**config.mk**
```make
export PLATFORM = sky130hd
export DESIGN_NAME = issue_rate_limiter
export DESIGN_NICKNAME = d
export VERILOG_FILES = /design/src/rtl/rl_pkg.sv /design/src/rtl/rl_fuse_latch.sv /design/src/rtl/rl_rate_table.sv /design/src/rtl/rl_port_timer.sv /design/src/rtl/issue_rate_limiter.sv
export SDC_FILE = /design/constraint.sdc
export NUM_CORES = 1
export LEC_CHECK = 0
export BUFFER_PORTS_ARGS = -buffer_cell sky130_fd_sc_hd__clkbuf_2
export CAP_MARGIN = 20
export CORE_MARGIN = 5
export CORE_UTILIZATION = 50
export CTS_BUF_LIST = sky130_fd_sc_hd__clkbuf_2
export DETAILED_ROUTE_END_ITERATION = 10
export PLACE_DENSITY = 0.83
export SYNTH_ARGS = -nofsm -noshare
export SYNTH_HDL_FRONTEND = slang
export SYNTH_SLANG_ARGS = --single-unit
```
**constraint.sdc**
```tcl
create_clock -name clk -period 2.3 [get_ports clk]
set_input_delay 0.23 -clock clk [delete_from_list [all_inputs] [get_ports clk]]
set_output_delay 0.23 -clock clk [all_outputs]
set_load 0.005 [all_outputs]
```
**src/rtl/rl_pkg.sv**
```systemverilog
package rl_pkg;

    // Rate classes; occupancy is the base cycle count shifted left by the code.
    typedef enum logic [2:0] {
        RATE_FULL      = 3'd0,
        RATE_HALF      = 3'd1,
        RATE_QUARTER   = 3'd2,
        RATE_EIGHTH    = 3'd3,
        RATE_SIXTEENTH = 3'd4
    } rate_e;

    localparam int unsigned CLS_DP    = 2;
    localparam int unsigned CLS_TRANS = 3;

    function automatic rate_e rate_slower(rate_e a, rate_e b);
        return (a > b) ? a : b;
    endfunction

endpackage

```
**src/rtl/rl_fuse_latch.sv**
```systemverilog
module rl_fuse_latch #(
    parameter int unsigned W = 1
) (
    input  logic         clk,
    input  logic         rst_n,
    input  logic [W-1:0] fuse_i,
    output logic [W-1:0] fuse_o
);
    typedef struct packed {
        logic [W-1:0] bits;
    } fuse_st_t;

    fuse_st_t st_d, st_q;

    always_comb begin
        st_d = st_q;
        if (!rst_n) begin
            st_d.bits = fuse_i;
        end
    end

    always_ff @(posedge clk) begin
        st_q <= st_d;
    end

    assign fuse_o = st_q.bits;

    // once out of reset the captured configuration never moves
    p_fuse_frozen_r8: assert property (@(posedge clk) disable iff (!rst_n)
        1'b1 |=> $stable(fuse_o));

endmodule

```
**src/rtl/rl_rate_table.sv**
```systemverilog
module rl_rate_table
    import rl_pkg::*;
#(
    parameter int unsigned CLASS_W     = 3,
    parameter int unsigned BASE_CYCLES = 4,
    parameter int unsigned CNT_W       = 6,
    parameter rate_e       DP_NATIVE   = RATE_HALF,
    parameter rate_e       TRANS_RATE  = RATE_QUARTER
) (
    input  logic               clk,
    input  logic               rst_n,
    input  logic [CLASS_W-1:0] cls_i,
    input  logic               fuse_dp_slow_i,
    output logic [CNT_W-1:0]   occ_m1_o
);
    localparam int unsigned NUM_CLASSES = 1 << CLASS_W;

    rate_e native_tab [NUM_CLASSES];
    rate_e native_rate;
    rate_e forced_rate;
    rate_e eff_rate;

    for (genvar g = 0; g < NUM_CLASSES; g++) begin : g_tab
        if (g == CLS_DP) begin : g_dp
            assign native_tab[g] = DP_NATIVE;
        end else if (g == CLS_TRANS) begin : g_tr
            assign native_tab[g] = TRANS_RATE;
        end else begin : g_full
            assign native_tab[g] = RATE_FULL;
        end
    end

    always_comb begin
        native_rate = native_tab[cls_i];
        forced_rate = RATE_FULL;
        if (fuse_dp_slow_i && (int'(cls_i) == CLS_DP)) begin
            forced_rate = RATE_EIGHTH;
        end
        eff_rate = rate_slower(native_rate, forced_rate);
        occ_m1_o = CNT_W'((BASE_CYCLES << eff_rate) - 1);
    end

    // the configuration never makes a class faster than its table entry
    p_never_faster_r10: assert property (@(posedge clk) disable iff (!rst_n)
        eff_rate >= native_rate);

    // a set fuse leaves double precision at one-eighth rate or slower
    p_dp_forced_r6: assert property (@(posedge clk) disable iff (!rst_n)
        (fuse_dp_slow_i && int'(cls_i) == CLS_DP) |-> (occ_m1_o >= CNT_W'(BASE_CYCLES * 8 - 1)));

endmodule

```
**src/rtl/rl_port_timer.sv**
```systemverilog
module rl_port_timer #(
    parameter int unsigned CNT_W = 6
) (
    input  logic             clk,
    input  logic             rst_n,
    input  logic             issue_valid_i,
    input  logic [CNT_W-1:0] occ_m1_i,
    output logic             port_ready_o
);
    typedef struct packed {
        logic [CNT_W-1:0] remain;
    } timer_st_t;

    timer_st_t st_d, st_q;

    always_comb begin
        st_d = st_q;
        if (st_q.remain != '0) begin
            st_d.remain = st_q.remain - 1'b1;
        end else if (issue_valid_i) begin
            st_d.remain = occ_m1_i;
        end
    end

    always_ff @(posedge clk) begin
        if (!rst_n) begin
            st_q <= '0;
        end else begin
            st_q <= st_d;
        end
    end

    assign port_ready_o = (st_q.remain == '0);

    // an accepted issue stalls the port on the following cycle
    p_stall_after_issue_r3: assert property (@(posedge clk) disable iff (!rst_n)
        (issue_valid_i && port_ready_o) |=> !port_ready_o);

    // a busy port keeps counting down whatever the request line does
    p_ignore_busy_r7: assert property (@(posedge clk) disable iff (!rst_n)
        (!port_ready_o && issue_valid_i) |=> (st_q.remain == $past(st_q.remain) - 1'b1));

    // an idle port with no request stays idle
    p_idle_holds_r3: assert property (@(posedge clk) disable iff (!rst_n)
        (port_ready_o && !issue_valid_i) |=> port_ready_o);

endmodule

```
**src/rtl/issue_rate_limiter.sv**
```systemverilog
module issue_rate_limiter
    import rl_pkg::*;
#(
    parameter int unsigned NUM_PORTS      = 2,
    parameter int unsigned CLASS_W        = 3,
    parameter int unsigned BASE_CYCLES    = 4,
    parameter rate_e       DP_NATIVE_RATE = RATE_HALF,
    parameter rate_e       TRANS_RATE     = RATE_QUARTER
) (
    input  logic                           clk,
    input  logic                           rst_n,
    input  logic                           fuse_dp_slow_i,
    input  logic [NUM_PORTS-1:0]           issue_valid_i,
    input  logic [NUM_PORTS*CLASS_W-1:0]   issue_class_i,
    output logic [NUM_PORTS-1:0]           port_ready_o
);
    localparam int unsigned MAX_OCC = BASE_CYCLES << RATE_SIXTEENTH;
    localparam int unsigned CNT_W   = $clog2(MAX_OCC);

    logic fuse_q;

    rl_fuse_latch #(.W(1)) u_fuse (
        .clk    (clk),
        .rst_n  (rst_n),
        .fuse_i (fuse_dp_slow_i),
        .fuse_o (fuse_q)
    );

    for (genvar p = 0; p < NUM_PORTS; p++) begin : g_port
        logic [CNT_W-1:0] occ_m1;

        rl_rate_table #(
            .CLASS_W     (CLASS_W),
            .BASE_CYCLES (BASE_CYCLES),
            .CNT_W       (CNT_W),
            .DP_NATIVE   (DP_NATIVE_RATE),
            .TRANS_RATE  (TRANS_RATE)
        ) u_tab (
            .clk            (clk),
            .rst_n          (rst_n),
            .cls_i          (issue_class_i[p*CLASS_W +: CLASS_W]),
            .fuse_dp_slow_i (fuse_q),
            .occ_m1_o       (occ_m1)
        );

        rl_port_timer #(.CNT_W(CNT_W)) u_tmr (
            .clk           (clk),
            .rst_n         (rst_n),
            .issue_valid_i (issue_valid_i[p]),
            .occ_m1_i      (occ_m1),
            .port_ready_o  (port_ready_o[p])
        );

        // a full-rate class never needs less than the base occupancy
        p_min_occ_r2: assert property (@(posedge clk) disable iff (!rst_n)
            occ_m1 >= CNT_W'(BASE_CYCLES - 1));
    end

endmodule

```
Word level (Yosys, flattened, before mapping)
Memories as Yosys holds them, arrays and structs flattened.
Index checks and enable logic that the tools add are counted.

storage, ports and cells
  flip-flop bits (word level) = 13
  bits in read-only memories = 48
  logic and storage cells = 39
  memories kept = 2

memories
  memory            depth  width  rd ports  clocked after Yosys merged registers in  write ports  RTL line             text
  (name not given)  8      3      1         0                                        0            rl_rate_table.sv:34  native_rate = native_tab[cls_i];
  (name not given)  8      3      1         0                                        0            rl_rate_table.sv:34

cells by class
  add/sub/neg operators = 4
  order comparisons = 4
  equal/unequal tests = 2
  shift-type cells = 2
  muxes and demuxes = 12
  bitwise operators = 2
  reduce and logical (&&, ||, !) cells = 8

operators with widths
  kind                                                      number
  2-to-1 mux 6 bit                                          4
  subtractor 6 x 1 -> 6 bit, second input constant          4
  2-to-1 mux 3 bit                                          6
  logical NOT 6 bit                                         2
  nonzero test 6 bit                                        2
  left shift 3 x 3 -> 6 bit, first input constant           2
  greater-or-equal comparator 4 bit, second input constant  2
  NOT 3 -> 4 bit                                            2
  == test 3 x 2 -> 1 bit, second input constant             2
  greater-than comparator 3 x 2 -> 1 bit                    2
  2-to-1 mux 2 bit                                          2
  nonzero test 2 bit                                        2
  logical AND 1 bit                                         2

Logic depth before layout (Yosys ltp)
Gate-level depths: netlist of the first run.

  depth after elaboration = 10
  depth in mapped cells = 5

By module
A second synthesis of the first run with hierarchy kept.

second synthesis, totals
  cell total of the unflattened synthesis = 100
  area, all modules = 894.6 µm²

by module, submodules not included
  module         instances  cells each  area an instance (µm²)  sequential area each (µm²)
  rl_port_timer  2          41          370.4                   120.1
  rl_rate_table  2          8           60.1                    0.0
  rl_fuse_latch  1          2           33.8                    30.0

Least setup slack after synthesis of the first run
Ideal clock, no wire load.

  path kind = flip-flop to flip-flop
  start = reg g_port[1].u_tmr.st_q[5] (netlist name)
  end = reg g_port[1].u_tmr.st_q[4] (netlist name)
  setup time = 70 ps
  arrival = 1113 ps
  data required time = 2230 ps
  setup slack = 1118 ps
  stages on the path, launching flop included = 5
  buffers on the path = 0
  cells stage by stage = dfxtp_1 -> or3_1 -> nor4b_2 -> a22oi_1 -> a21oi_1

between the ends
  longest elaborated chain between the ends = 2
  elaborated cells between the ends (all ways) = 3

RTL lines
  what                                                           RTL line             text
  from (decl)                                                    rl_port_timer.sv:14  timer_st_t st_d, st_q;
  from (signal assigned)                                         rl_port_timer.sv:29  st_q <= st_d;
  nonzero test 6 bit (*)                                         rl_port_timer.sv:18  if (st_q.remain != '0) begin
  2-to-1 mux 6 bit / nonzero test 2 bit (equally long branches)  -

Every way passes the cells marked *; elsewhere a longest branch is shown, timed or not.
A chain may end at the register's enable or synchronous reset.

Worst setup path after layout of the first run
  start = reg g_port[1].u_tmr.st_q[2] (netlist name)
  end = out port_ready_o[1]

between the ends
  longest elaborated chain between the ends = 1

RTL lines
  what               RTL line                  text
  logical NOT 6 bit  rl_port_timer.sv:33       assign port_ready_o = (st_q.remain == '0);
  to (decl)          issue_rate_limiter.sv:15  output logic [NUM_PORTS-1:0] port_ready_o

Every way passes these cells.

==> results.cfg, run 1 <==
[die]
io_pins = 13
die_area_sq_um = 2140
placementRows = 13
core_area_sq_um = 1270
initial_utilization_pct = 51.9
die_x_um = 46.3
die_h_um = 46.3

[worst_hold_path]
hold_path.class = primary input to register

[pwr]
peakVddDrop_mv = 0.477
leakage_nw = 0.325
p_per_area_nw_per_um2 = 1220

[clock_network]
cts.sinks = 13
cts_buffer_depth = 2
clk_pin_slew_ns = 0.12
clkLatencyLatePin_ns = 0.26
hold_buffers = 0
post_cts_resized = 0
cts_tree = built
htreeDepth = 1
cts_setup_buffers = 0
cts-root-buf = clkbuf_2
cts_made_buffers = 3

[critical_path]
crit_chain = nor3_2 -> nand2_1 -> inv_1 -> clkbuf_2
critPathKind = register to output port
cpMaxStageDelayCell = nor3_2
start_kind = register
arrival_ns = 1.36
cp_data_required_time_ns = 2.07
max_stage_delay_ns = 0.37
worst-path-max-fanout = 6
critPathCaptureType = output port

[timing]
finalSetupTns_ns = 0
rsz0062_at_grt = false
finalHoldViolCount = 0
fin_crit_sh_pct = 69.1
drv_slew = 0
slew_headroom_pct = 74.8
fin_skew_ns = 0.000962
min_period_ns = 1.59
tightest_slew_ns = 0.376
finalSetupViolations = 0
timing.fmax_mhz = 629

[placement]
io_buffers = 12
gp_congestion = 0.811
post_dp_cell_area_sq_um = 722
hpwl_um = 1060

[final_layout]
layout_common_cells = clkbuf_2, dfxtp_1, nor2_1
drive_gt1_share_pct = 23.6
nFillCells = 120
design_area_sq_um = 742
insertedDiodeCount = 0
final_nets = 103
area_growth_pct = 12.7
final_common_cell = clkbuf_2

[routing]
vias_per_cell = 5.73
dr_total_vias = 596
drc = 0
drtAntennaViolNets = 0
wire_per_inst_um = 12.7
firstDrtPassIters = 4
routed_wl_um = 1320
first_iter_violations = 14

[grt]
grt-ovfl-total = 0
grt_antenna_before_repair = 0
grt_pass1_wl_um = 2170
grt_max_degree = 8
grtUsageTotal_pct = 14.6
grt_pass1_vias = 530

[yosys]
synth-edff-count = 1
synthesis.nets = 88
yosysWarnings = 0
async_flop_share_pct = 0
synthDistinctLibCells = 31
synth_top_area_share_pct = 36.5
synth.area.top_cells = dfxtp_1, nor2_1, edfxtp_1, inv_1, ha_1
ys_seq_area_share_pct = 41.1
yosys.area.top_type = dfxtp_1
syn_area_sq_um = 658
syn_inst = 75
synth-seq-cells = 13
postSynthAreaPerCell_sq_um = 8.78
synthFlopType = dfxtp_1

[run]
max-cap-violations = 0

[outcome]
outcome = completed
[power by group]
group / switching (W) / total [W] / leakage [nW] / internal, W
Sequential: 0.0000687 / 0.000363 / 0.109 / 0.000294
Combinational: 0.000240 / 0.000424 / 0.199 / 0.000184
Clock: 0.0000702 / 0.000116 / 0.0166 / 0.0000461
Total: 0.000379 / 0.000903 / 0.325 / 0.000524
[synthesized netlist by cell type (2+ instances only)]
| cell type | n |
|---|---|
| nor2_1 | 10 |
| nand2b_1 | 2 |
| a21oi_1 | 4 |
| nand2_1 | 4 |
| xor2_1 | 2 |
| o21ai_2 | 2 |
| or3_1 | 3 |
| dfxtp_1 | 12 |
| a31oi_1 | 3 |
| inv_1 | 8 |
| nor3_1 | 3 |
| buf_4 | 2 |
| ha_1 | 2 |
[final timing paths]
path	from	endpoint	slack (ns)	depth (start not counted)
max	g_port[1].u_tmr.st_q[2]$_SDFFE_PN0P_	port_ready_o[1]	0.71	4
min	fuse_dp_slow_i	u_fuse.fuse_o$_DFFE_PN_	0.14	1
max reg2reg	g_port[1].u_tmr.st_q[0]$_SDFFE_PN0P_	g_port[1].u_tmr.st_q[4]$_SDFFE_PN0P_	0.95	5
min reg2reg	g_port[1].u_tmr.st_q[5]$_SDFFE_PN0P_	g_port[1].u_tmr.st_q[5]$_SDFFE_PN0P_	0.48	2
[metal layers]
metal,routed length (um),global-route usage (%),up-vias
met5,0,0,-
li1,-,-,299
met4,25,9.66,0
met2,568,20.6,18
met1,629,18.4,275
met3,98,5.08,4
[cell type report]
cell class                      instances  area (sq um)  share of cell area (%)
Multi-Input combinational cell         52           343                    46.2
Sequential cell                        13           270                    36.4
Timing Repair Buffer                   12          60.1                    8.09
Inverter                                8          30.0                    4.05
Clock buffer                            4          20.0                    2.70
Tap cell                               15          18.8                    2.53
[worst max-delay path: cells and delay by family (launching register included)]
family	cells	cell delay (ns)
AND/OR/NAND/NOR	2	0.55
flip-flops	1	0.36
buffers and inverters	2	0.20
[flip-flops by register name (all words and copies together), names as in the netlist]
register,flops
g_port.u_tmr.st_q,12
u_fuse.fuse_o,1
[per-stage QoR]
step           power, W  util (%)  hold WS [ns]  worst slack [ns]  cells
2_1_floorplan  0.000709         -         0.329              1.12     75
3_3_place_gp   0.000767      56.9         0.413             0.983    100
3_5_place_dp   0.000787      56.9         0.415             0.980    100
4_1_cts        0.000906      58.5         0.130             0.714    104
5_1_grt        0.000987      58.5         0.122             0.609    104
6_report       0.000903      58.5         0.138             0.710    104
[cell families after synthesis]
| kind of cell | share of synthesized area (%) |
|---|---|
| xor+xnor | 2.66 |
| flops | 41.1 |
| simple gates | 27.6 |
| buf+inv | 6.84 |
| compound gates | 18.1 |
| fa+ha+maj | 3.80 |
Power figures use the tool's default switching activity.
==> inputs of run 2 (changes only) <==
==> constraint.sdc (replaced) <==
create_clock -name clk -period 1.5 [get_ports clk]
set_input_delay 0.15 -clock clk [delete_from_list [all_inputs] [get_ports clk]]
set_output_delay 0.15 -clock clk [all_outputs]
set_load 0.005 [all_outputs]
==> results.cfg, run 2 (synthesized netlist as in run 1, its figures left out) <==
[outcome]
outcome = completed

[routing]
routed_wl_um = 1380
drtAntennaViolNets = 0
drc = 0
firstDrtPassIters = 4
wire_per_inst_um = 13.2
first_iter_violations = 26
vias_per_cell = 5.78
dr_total_vias = 601

[pwr]
pwr-share-seq_pct = 40.1
p_per_area_nw_per_um2 = 1890
combPwrFrac_pct = 47.3
power.internal_w = 0.000827
peakVddDrop_mv = 0.755
swShare_pct = 42.9
p_sw_w = 0.000621
leakage_nw = 0.332
clkPwrFrac_pct = 12.7

[timing]
finalSetupViolations = 0
hold_ws_ns = 0.0498
fin_skew_ns = 0.00744
timing.fmax_mhz = 708
slew_headroom_pct = 75.9
fin_crit_sh_pct = 94.1
tightest_slew_ns = 0.359
finalHoldViolCount = 0
drv_slew = 0
min_period_ns = 1.41

[critical_path]
start_kind = register
r2r_cells = 5
r2r_slack_ns = 0.13
r2r_start = g_port[1].u_tmr.st_q[0]$_SDFFE_PN0P_
rr_endpoint = g_port[1].u_tmr.st_q[4]$_SDFFE_PN0P_
critPathCaptureType = output port
cp_data_required_time_ns = 1.35
critPathKind = register to output port
worst-path-max-fanout = 4
arrival_ns = 1.26

[clock_network]
cts.sinks = 13
cts_buffer_depth = 2
cts-root-buf = clkbuf_2
cts_tree = built
htreeDepth = 1
cts_setup_buffers = 0
hold_buffers = 0
clk_pin_slew_ns = 0.13
cts_made_buffers = 3
clkLatencyLatePin_ns = 0.27

[run]
max-cap-violations = 0

[die]
die_h_um = 46.3
placementRows = 13
initial_utilization_pct = 51.9
die_x_um = 46.3
core_area_sq_um = 1270
die_area_sq_um = 2140
io_pins = 13

[final_layout]
largest_reg_flops = 12
layout_common_cells = clkbuf_2, dfxtp_1, nor2_1
final_nets = 103
postLayoutCoreUtil_pct = 60.3
regMostFlops = g_port.u_tmr.st_q
final_common_cell = clkbuf_2
drive_gt1_share_pct = 25.8
area_growth_pct = 16.2
nFillCells = 120
insertedDiodeCount = 0

[placement]
hpwl_um = 1060
gp_congestion = 0.811
io_buffers = 12

[worst_hold_path]
hold_depth = 1
hp-start = fuse_dp_slow_i
min_to = u_fuse.fuse_o$_DFFE_PN_
hold_path.class = primary input to register

[grt]
grtUsageTotal_pct = 14.6
grt_pass1_wl_um = 2170
grt_pass1_vias = 530
grt-ovfl-total = 0
grt_antenna_before_repair = 0
grt_max_degree = 8
==> run 2: cell counts in the layout (fill, tap and decap cells not counted) <==
No cell type changed its count.
==> run 2: power by group through the flow <==
stage	combinational [W]	sequential [W]	clock (W)
after global routing	0.000771	0.000595	0.000203
after CTS	0.000659	0.000560	0.000188
after floorplan	0.000550	0.000537	0
final	0.000684	0.000580	0.000183
after global placement	0.000619	0.000557	0
after detailed placement	0.000646	0.000561	0
==> run 2: per-layer routing <==
layer / part of all wire (%) / GRT usage, % / vias to the layer above / routed length (um)
met1: 46 / 18.4 / 277 / 639
met4: 1.2 / 9.66 / 0 / 17
met3: 7.7 / 5.08 / 2 / 106
li1: - / - / 299 / -
met2: 45 / 20.6 / 23 / 613
met5: 0 / 0 / - / 0
==> run 2: cell type report <==
cell class	count	area [sq um]	area share (%)
clock buffer	4	20.0	2.62
sequential	13	270	35.4
timing repair buffer	12	60.1	7.86
multi-input combinational	52	365	47.8
inverter	8	30.0	3.93
tap	15	18.8	2.45
==> run 2: per-stage QoR <==
step / worst slack (ns) / instances / instance area, sq um / setup TNS (ns) / power [W]
floorplan: 0.318 / 75 / 658 / 0 / 0.00109
CTS: 0.0357 / 104 / 748 / 0 / 0.00141
global placement: 0.183 / 100 / 722 / 0 / 0.00118
global route: -0.0139 / 104 / 764 / -0.0142 / 0.00157
finish: 0.0881 / 104 / 764 / 0 / 0.00145
detailed placement: 0.180 / 100 / 722 / 0 / 0.00121
==> run 2: what timing repair did <==
action                                  CTS  global route
hold endpoints to repair                  0             0
resized for setup                         1             3
endpoints found under the setup margin    1             2
pin swaps                                 0             1
==> run 2: worst max-delay path by stage <==
stage                                         startpoint                                   end  slack [ns]  cells after the start
floorplan           g_port[1].u_tmr.st_q[5]$_SDFFE_PN0P_  g_port[1].u_tmr.st_q[4]$_SDFFE_PN0P_        0.32                      4
global placement    g_port[1].u_tmr.st_q[0]$_SDFFE_PN0P_  g_port[1].u_tmr.st_q[4]$_SDFFE_PN0P_        0.18                      5
detailed placement  g_port[1].u_tmr.st_q[0]$_SDFFE_PN0P_  g_port[1].u_tmr.st_q[4]$_SDFFE_PN0P_        0.18                      5
finish              g_port[0].u_tmr.st_q[5]$_SDFFE_PN0P_                       port_ready_o[0]        0.09                      4
global route        g_port[1].u_tmr.st_q[0]$_SDFFE_PN0P_  g_port[1].u_tmr.st_q[4]$_SDFFE_PN0P_       -0.01                      5
CTS                 g_port[1].u_tmr.st_q[0]$_SDFFE_PN0P_                       port_ready_o[1]        0.04                      4
==> run 2: critical path, stage by stage, from the launching register on <==
cell and delay (ns):
dfxtp_1 0.38, nor4_4 0.32, nand2_1 0.12, inv_1 0.07, clkbuf_2 0.10
==> inputs of run 3 (changes only) <==
--- a/config.mk
+++ b/config.mk
@@ -7,11 +7,14 @@
 export LEC_CHECK = 0
 export BUFFER_PORTS_ARGS = -buffer_cell sky130_fd_sc_hd__clkbuf_2
 export CAP_MARGIN = 20
+export CELL_PAD_IN_SITES_DETAIL_PLACEMENT = 1
+export CELL_PAD_IN_SITES_GLOBAL_PLACEMENT = 2
 export CORE_MARGIN = 5
-export CORE_UTILIZATION = 50
+export CORE_UTILIZATION = 33
 export CTS_BUF_LIST = sky130_fd_sc_hd__clkbuf_2
 export DETAILED_ROUTE_END_ITERATION = 10
-export PLACE_DENSITY = 0.83
+export PLACE_DENSITY = 0.9
+export SLEW_MARGIN = 20
 export SYNTH_ARGS = -nofsm -noshare
 export SYNTH_HDL_FRONTEND = slang
 export SYNTH_SLANG_ARGS = --single-unit
==> results.cfg, run 3 (synthesized netlist as in run 1, its figures left out) <==
[grt]
grt_pass1_wl_um = 2490
grtUsageTotal_pct = 11.6
grt_pass1_vias = 589
grt_max_degree = 8
grt-ovfl-total = 0
grt_antenna_before_repair = 0

[routing]
drc = 0
drtAntennaViolNets = 0
routed_wl_um = 1520
first_iter_violations = 8
wire_per_inst_um = 12.9
vias_per_cell = 5.08
firstDrtPassIters = 4
dr_total_vias = 599

[final_layout]
nFillCells = 239
postLayoutCoreUtil_pct = 41.2
stdcell_count = 118
final_common_cell = clkbuf_2
area_growth_pct = 20.3
regMostFlops = g_port.u_tmr.st_q
layout_common_cells = clkbuf_2, dfxtp_1, nor2_1
drive_gt1_share_pct = 27.5
largest_reg_flops = 12
insertedDiodeCount = 0
final_nets = 105

[clock_network]
cts_made_buffers = 3
cts_buffer_depth = 2
clk_pin_slew_ns = 0.13
cts.sinks = 13
clkLatencyLatePin_ns = 0.25
cts_tree = built
cts-root-buf = clkbuf_2
cts_setup_buffers = 0
htreeDepth = 1

[critical_path]
critPathKind = register to output port
critPathCaptureType = output port
arrival_ns = 1.25
start_kind = register
rr_endpoint = g_port[1].u_tmr.st_q[4]$_SDFFE_PN0P_
r2r_cells = 5
r2r_start = g_port[1].u_tmr.st_q[0]$_SDFFE_PN0P_
r2r_slack_ns = 0.16
cp_data_required_time_ns = 1.35
worst-path-max-fanout = 4

[die]
initial_utilization_pct = 34.2
io_pins = 13
core_area_sq_um = 1920
die_x_um = 54.7
die_area_sq_um = 2990
die_h_um = 54.7
placementRows = 16

[timing]
fin_skew_ns = 0.00574
tightest_slew_ns = 0.339
min_period_ns = 1.40
timing.fmax_mhz = 716
rsz0062_at_grt = false
finalHoldViolCount = 0
drv_slew = 0
slew_headroom_pct = 77.1
fin_crit_sh_pct = 93.1
finalSetupTns_ns = 0
finalSetupViolations = 0

[pwr]
p_per_area_nw_per_um2 = 1870
leakage_nw = 0.340
power_w = 0.00148
peakVddDrop_mv = 0.621

[outcome]
outcome = completed

[worst_hold_path]
hold_path.class = primary input to register
hp-start = fuse_dp_slow_i
min_to = u_fuse.fuse_o$_DFFE_PN_
hold_depth = 1

[placement]
hpwl_um = 1280
gp_congestion = 0.829
post-place-cells = 114
io_buffers = 12

[run]
max-cap-violations = 0
==> run 3: worst max-delay path, cell delays in order, from the launching register on <==
cell      delay [ns]
dfxtp_1         0.38
nor4_4          0.31
nand2_1         0.12
inv_1           0.07
clkbuf_2        0.10
==> run 3: area by class of cell <==
type / count / area (sq um) / share of cell area [%]
clock buffers: 4 / 20.0 / 2.53
inverters: 8 / 30.0 / 3.79
multi-input cells: 52 / 363 / 45.8
flip-flops and latches: 13 / 270 / 34.1
well taps: 27 / 33.8 / 4.27
repair buffers: 14 / 75.1 / 9.48
==> run 3: repair_timing <==
item                       CTS  global route
hold buffers                 0             0
setup endpoints to repair    0             3
resized for setup            0             3
==> run 3: power by group <==
group          switching (W)  internal (W)  total [W]
Sequential          0.000126      0.000451   0.000577
Combinational       0.000382      0.000340   0.000722
Clock               0.000108     0.0000708   0.000179
Total               0.000617      0.000862    0.00148
==> run 3: how the worst max path moves through the flow <==
| stage | startpoint | endpoint | depth (start not counted) |
|---|---|---|---|
| floorplan | g_port[1].u_tmr.st_q[5]$_SDFFE_PN0P_ | g_port[1].u_tmr.st_q[4]$_SDFFE_PN0P_ | 4 |
| global placement | g_port[1].u_tmr.st_q[0]$_SDFFE_PN0P_ | g_port[1].u_tmr.st_q[4]$_SDFFE_PN0P_ | 5 |
| detailed placement | g_port[1].u_tmr.st_q[0]$_SDFFE_PN0P_ | g_port[1].u_tmr.st_q[4]$_SDFFE_PN0P_ | 5 |
| CTS | g_port[0].u_tmr.st_q[5]$_SDFFE_PN0P_ | port_ready_o[0] | 4 |
| global route | g_port[0].u_tmr.st_q[0]$_SDFFE_PN0P_ | port_ready_o[0] | 4 |
| finish | g_port[0].u_tmr.st_q[5]$_SDFFE_PN0P_ | port_ready_o[0] | 4 |
==> run 3: stage by stage <==
stage               setup WS [ns]  hold slack [ns]  area (sq um)
CTS                        0.0478           0.0774           772
global placement            0.235            0.346           752
finish                      0.103           0.0876           792
floorplan                   0.318            0.249           658
detailed placement          0.200            0.349           752
global route              0.00465           0.0625           792
==> run 3: routing by layer <==
metal	GRT usage, %	share of wire (%)	vias up
li1	-	-	302
met3	2.72	8.2	2
met2	17.9	44	13
met4	3.73	0.46	0
met1	15.7	47	282
met5	0	0	-
